--- config.mk ---
export PLATFORM = sky130hd
export DESIGN_NAME = usb_irq_agg
export DESIGN_NICKNAME = d
export VERILOG_FILES = /design/src/rtl/usb_irq_pkg.sv /design/src/rtl/usb_irq_w1sc.sv /design/src/rtl/usb_irq_eoi_gate.sv /design/src/rtl/usb_irq_agg.sv
export SDC_FILE = /design/constraint.sdc
export NUM_CORES = 1
export LEC_CHECK = 0
export BUFFER_PORTS_ARGS = -buffer_cell sky130_fd_sc_hd__buf_2
export CORE_ASPECT_RATIO = 0.75
export CORE_MARGIN = 2
export CORE_UTILIZATION = 52
export CTS_CLUSTER_SIZE = 20
export DETAILED_ROUTE_END_ITERATION = 10
export HOLD_SLACK_MARGIN = 0.05
export PLACE_DENSITY = 0.8
export SYNTH_ARGS = -nofsm -noshare
export SYNTH_HDL_FRONTEND = slang
export SYNTH_SLANG_ARGS = --single-unit
--- constraint.sdc ---
create_clock -name clk_i -period 1.6 [get_ports clk_i]
set_clock_uncertainty 0.1 [all_clocks]
set_input_delay 0.08 -clock clk_i [delete_from_list [all_inputs] [get_ports clk_i]]
set_output_delay 0.08 -clock clk_i [all_outputs]
set_load 0.01 [all_outputs]
--- src/rtl/usb_irq_pkg.sv ---
package usb_irq_pkg;
  localparam int unsigned DW = 32;
  localparam int unsigned AW = 8;

  localparam logic [AW-1:0] A_REV  = 8'h00;
  localparam logic [AW-1:0] A_CTRL = 8'h04;
  localparam logic [AW-1:0] A_STAT = 8'h08;
  localparam logic [AW-1:0] A_SRC  = 8'h20;
  localparam logic [AW-1:0] A_SSET = 8'h24;
  localparam logic [AW-1:0] A_SCLR = 8'h28;
  localparam logic [AW-1:0] A_MASK = 8'h2C;
  localparam logic [AW-1:0] A_MSET = 8'h30;
  localparam logic [AW-1:0] A_MCLR = 8'h34;
  localparam logic [AW-1:0] A_MSRC = 8'h38;
  localparam logic [AW-1:0] A_EOI  = 8'h3C;

  // ones over [0,ntx), [rxl,rxl+nrx), [crl,crl+ncr]; the extra core bit is VBUS change
  function automatic logic [DW-1:0] field_mask(int ntx, int rxl, int nrx, int crl, int ncr);
    logic [DW-1:0] m;
    m = '0;
    for (int i = 0; i < DW; i++) begin
      if (i < ntx) m[i] = 1'b1;
      if (i >= rxl && i < rxl + nrx) m[i] = 1'b1;
      if (i >= crl && i <= crl + ncr) m[i] = 1'b1;
    end
    return m;
  endfunction
endpackage

--- src/rtl/usb_irq_w1sc.sv ---
module usb_irq_w1sc #(
  parameter int unsigned W = 32,
  parameter logic [W-1:0] KEEP = '1
) (
  input  logic         clk_i,
  input  logic         rst_ni,
  input  logic         wipe_i,
  input  logic [W-1:0] set_i,
  input  logic [W-1:0] clr_i,
  input  logic [W-1:0] hw_i,
  output logic [W-1:0] q_o
);
  logic [W-1:0] q_q, q_n;

  always_comb begin
    // hardware and software set are applied after the clear so they win
    q_n = ((q_q & ~clr_i) | set_i | hw_i) & KEEP;
    if (wipe_i) q_n = '0;
  end

  always_ff @(posedge clk_i or negedge rst_ni) begin
    if (!rst_ni) q_q <= '0;
    else         q_q <= q_n;
  end

  assign q_o = q_q;
endmodule

--- src/rtl/usb_irq_eoi_gate.sv ---
module usb_irq_eoi_gate (
  input  logic clk_i,
  input  logic rst_ni,
  input  logic rearm_i,
  input  logic pend_i,
  output logic irq_o,
  output logic armed_o
);
  logic armed_q, irq_q;

  always_ff @(posedge clk_i or negedge rst_ni) begin
    if (!rst_ni) begin
      armed_q <= 1'b1;
      irq_q   <= 1'b0;
    end else if (rearm_i) begin
      armed_q <= 1'b1;
      irq_q   <= 1'b0;
    end else if (armed_q) begin
      if (pend_i) begin
        armed_q <= 1'b0;
        irq_q   <= 1'b1;
      end
    end else begin
      // fired: may only fall until re-armed
      irq_q <= irq_q & pend_i;
    end
  end

  assign irq_o   = irq_q;
  assign armed_o = armed_q;
endmodule

--- src/rtl/usb_irq_agg.sv ---
module usb_irq_agg #(
  parameter int unsigned NUM_TX   = 5,
  parameter int unsigned NUM_RX   = 4,
  parameter int unsigned RX_LSB   = 9,
  parameter int unsigned NUM_CORE = 8,
  parameter int unsigned CORE_LSB = 16,
  parameter logic [31:0] REVISION = 32'h4F54_0102
) (
  input  logic        clk_i,
  input  logic        rst_ni,
  input  logic        reg_wr_i,
  input  logic        reg_rd_i,
  input  logic [7:0]  reg_addr_i,
  input  logic [31:0] reg_wdata_i,
  output logic [31:0] reg_rdata_o,
  input  logic [4:0]  tx_evt_i,
  input  logic [3:0]  rx_evt_i,
  input  logic [7:0]  core_evt_i,
  input  logic        vbus_drv_i,
  output logic        irq_o
);
  import usb_irq_pkg::*;

  localparam int unsigned VBUS_BIT = CORE_LSB + NUM_CORE;
  localparam logic [DW-1:0] FIELD =
    field_mask(int'(NUM_TX), int'(RX_LSB), int'(NUM_RX), int'(CORE_LSB), int'(NUM_CORE));

  logic          vbus_q, vbus_chg;
  logic [DW-1:0] hw_evt, src_q, mask_q, msrc;
  logic [DW-1:0] src_set, src_clr, msk_set, msk_clr;
  logic          soft_rst, eoi_wr, armed;
  logic [DW-1:0] rdata_q;

  always_ff @(posedge clk_i or negedge rst_ni) begin
    if (!rst_ni) vbus_q <= 1'b0;
    else         vbus_q <= vbus_drv_i;
  end
  assign vbus_chg = vbus_q ^ vbus_drv_i;

  always_comb begin
    hw_evt = '0;
    hw_evt[NUM_TX-1:0]           = tx_evt_i[NUM_TX-1:0];
    hw_evt[RX_LSB +: NUM_RX]     = rx_evt_i[NUM_RX-1:0];
    hw_evt[CORE_LSB +: NUM_CORE] = core_evt_i[NUM_CORE-1:0];
    hw_evt[VBUS_BIT]             = vbus_chg;
  end

  assign soft_rst = reg_wr_i && (reg_addr_i == A_CTRL) && reg_wdata_i[0];
  assign eoi_wr   = reg_wr_i && (reg_addr_i == A_EOI);
  assign src_set  = (reg_wr_i && reg_addr_i == A_SSET) ? reg_wdata_i : '0;
  assign src_clr  = (reg_wr_i && reg_addr_i == A_SCLR) ? reg_wdata_i : '0;
  assign msk_set  = (reg_wr_i && reg_addr_i == A_MSET) ? reg_wdata_i : '0;
  assign msk_clr  = (reg_wr_i && reg_addr_i == A_MCLR) ? reg_wdata_i : '0;

  usb_irq_w1sc #(.W(DW), .KEEP(FIELD)) u_src (
    .clk_i, .rst_ni, .wipe_i(soft_rst),
    .set_i(src_set), .clr_i(src_clr), .hw_i(hw_evt), .q_o(src_q)
  );

  usb_irq_w1sc #(.W(DW), .KEEP(FIELD)) u_mask (
    .clk_i, .rst_ni, .wipe_i(soft_rst),
    .set_i(msk_set), .clr_i(msk_clr), .hw_i('0), .q_o(mask_q)
  );

  assign msrc = src_q & mask_q;

  usb_irq_eoi_gate u_gate (
    .clk_i, .rst_ni, .rearm_i(eoi_wr || soft_rst),
    .pend_i(|msrc), .irq_o(irq_o), .armed_o(armed)
  );

  always_ff @(posedge clk_i or negedge rst_ni) begin
    if (!rst_ni) rdata_q <= '0;
    else if (reg_rd_i) begin
      unique case (reg_addr_i)
        A_REV:   rdata_q <= REVISION;
        A_STAT:  rdata_q <= {{(DW-1){1'b0}}, vbus_drv_i};
        A_SRC:   rdata_q <= src_q;
        A_MASK:  rdata_q <= mask_q;
        A_MSRC:  rdata_q <= msrc;
        default: rdata_q <= '0;
      endcase
    end
  end
  assign reg_rdata_o = rdata_q;
endmodule

==> flow_metrics.tcl <==
set metrics [dict create \
    status "finished, final reports clean" \
    finalCriticalPeriod_ps 1510 \
    numClockSinks 58 \
    ys_types 40 \
    place_inst 478 \
    crit_chain "a22oi_2 > nand4_1 > o41ai_2 > a21oi_1" \
    finalCritPeriodShare 0.941 \
    final_nets 508 \
    drt_pass1_iterations 5 \
    finalSetupViolCount 0 \
    power.total_uw 3450 \
    clk_latency_ps 340 \
    h-tree-depth 3 \
    clkTransAtPathRegs_ps 60 \
    cts_tree "done" \
    yosys_warnings 0 \
    grt_max_degree 59 \
    syn_area_um2 3280 \
    fin_util 0.706 \
    track_usage 0.293 \
    reg2regPathDepth 4 \
    synth_area_leaders "dfrtp_1 43%, nand4_1 7.2%, a22oi_1 6.4%" \
    totalWireLength_um 9770 \
    critPathKind "flip-flop to flip-flop" \
    post-cts-setup-buffers 0 \
    synth-async-reset-ratio 1.00 \
    leakage_uw 0.00190 \
    endpoint_kind "flip-flop" \
    drcViolationCount 0 \
    p_per_area_nw_per_um2 788 \
    cts_buffer_depth 2 \
    synth_top_cell_by_area "dfrtp_1" \
    yosys-top-cells-count "57 x dfrtp_1, 53 x nor2_1, 38 x nand4_1" \
    core_area_um2 6190 \
    hp-class "primary input to flip-flop" \
    pin_count 95 \
    vdd_drop_max_mv 0.495 \
    synthFlopType "dfrtp_1" \
    drt_iter0_markers 372 \
    cp_top_family "compound AO/OA/AOI/OAI gates" \
    fmax_mhz 664 \
    die_w_um 95.7 \
    dp_hpwl_um 6370 \
    grt_pass1_vias 3185 \
    antenna_found_initial 0 \
    cp.required_ps 1720 \
    grt_pass1_wl_um 15600 \
    num_antenna_cells 0 \
    yosysMostFrequentCell "dfrtp_1" \
    startpoint_type "flip-flop" \
    arrival_ps 1620 \
    seq_area_frac_synth 0.443 \
    syn2layout_area_growth_pct 33.3 \
    ant_nets 0 \
    grt_overflow 0 \
    hold_depth 5 \
    start_util 0.530 \
    synth.avg_cell_area_um2 9.89 \
    root_buffer "clkbuf_8" \
    die_area_um2 6970 \
    drive_gt1_frac 0.293 \
    cp_num_cells 4 \
    ys_ff_latch 58 \
    max_cap_viol_count 0 \
    max_stage_delay_ps 440 \
    place_congestion 0.841 \
    final_cells 532 \
    dr_total_vias 3401 \
    wire_per_inst_um 18.4 \
    fillers 475 \
    synth_edf_count 0 \
    io_buffers 71 \
    cts_made_buffers 9 \
    crit_fanout 3 \
    num_rows 25 \
    critPathBufInv 0 \
    final_hold_viol_count 0 \
    slowest_stage "dfrtp_1" \
    avgViaCountPerCell 6.39 \
    netlist_instances 332 \
    die_height_um 72.8 \
    drv_slew 0 \
    yosysTopAreaCellShare 0.435 \
]
==> tightest hold or removal path, cell delays in order <==
cell and delay (ps):
buf_2 110, or4_4 150, nor2_1 40, o21ai_0 70, a22oi_1 90
==> metal layers <==
| layer | vias to the layer above | share of wire | wire length [µm] | track usage |
|---|---|---|---|---|
| met5 | - | 0 | 0 | 0 |
| met4 | 0 | 0.018 | 173 | 0.0952 |
| met3 | 24 | 0.084 | 816 | 0.0640 |
| met2 | 194 | 0.47 | 4560 | 0.462 |
| met1 | 1662 | 0.43 | 4220 | 0.404 |
| li1 | 1521 | - | - | - |
==> sequential cells by signal, indices dropped and copies added (netlist names) <==
register        count
u_gate.armed_o      1
u_gate.irq_o        1
vbus_q              1
reg_rdata_o        19
u_mask.q_o         18
u_src.q_o          18
==> final cells by class <==
type	instances	area, µm²	share of cell area
inverter	1	3.75	0.000858
tap	81	101	0.0232
sequential	58	1450	0.332
timing repair buffer	138	1020	0.232
clock buffer	11	141	0.0323
multi-input combinational	238	1610	0.367
clock inverter	5	53.8	0.0123
==> cell usage in the layout (no fill, tap or decap), types with 6 or more instances in the layout <==
master	instances
buf_2	71
dfrtp_1	57
nor2_1	53
nand4_1	38
dlygate4sd3_1	38
a22oi_1	26
buf_4	24
a32oi_1	14
a21oi_1	13
a221oi_1	12
a22o_1	11
clkbuf_8	10
conb_1	9
a21o_1	8
a221oi_2	6
nand2_1	6
==> where the power goes <==
group	leakage, µW	switching, µW	internal [µW]
Sequential	0.000682	45.4	1520
Combinational	0.00111	287	241
Clock	0.000103	598	756
Total	0.00190	930	2520
==> cells by family after synthesis <==
family / after synthesis / share of synthesized area
AOI/OAI and AO/OA: 108 / 0.269
xor gates and xnor gates: 1 / 0.00267
buffers and inverters: 44 / 0.0827
DFF: 58 / 0.443
other: 1 / 0.00114
and+or+nand+nor: 120 / 0.202
==> repair_timing <==
item,4_1_cts,5_1_grt
endpoints found under the setup margin,0,1
hold buffers,38,0
resized for setup,0,3
endpoints found under the hold margin,96,0
==> path summary, 6_finish.rpt <==
| check | start | to | slack, ps |
|---|---|---|---|
| setup reg to reg | u_src.q_o[17] | u_gate.irq_o | 90 |
| min in group asynchronous | rst_ni | reg_rdata_o[20] | 180 |
| hold / removal | reg_addr_i[1] | reg_rdata_o[0] | 140 |
| setup / recovery | u_src.q_o[17] | u_gate.irq_o | 90 |
| max in group asynchronous | rst_ni | u_gate.armed_o | 920 |
| hold reg to reg | reg_rdata_o[20] | reg_rdata_o[20] | 400 |
==> per-stage QoR <==
step	cell area, µm²	setup slack (ps)	hold slack [ps]	setup TNS [ps]
after floorplan	3310	159	-316	0
after global placement	3780	1.16	8.84	0
after detailed placement	3780	-26.2	10.6	-75.0
after CTS	4360	71.0	136	0
after global routing	4370	-11.7	162	-11.7
final	4370	93.8	143	0
Power figures use the tool's default switching activity.
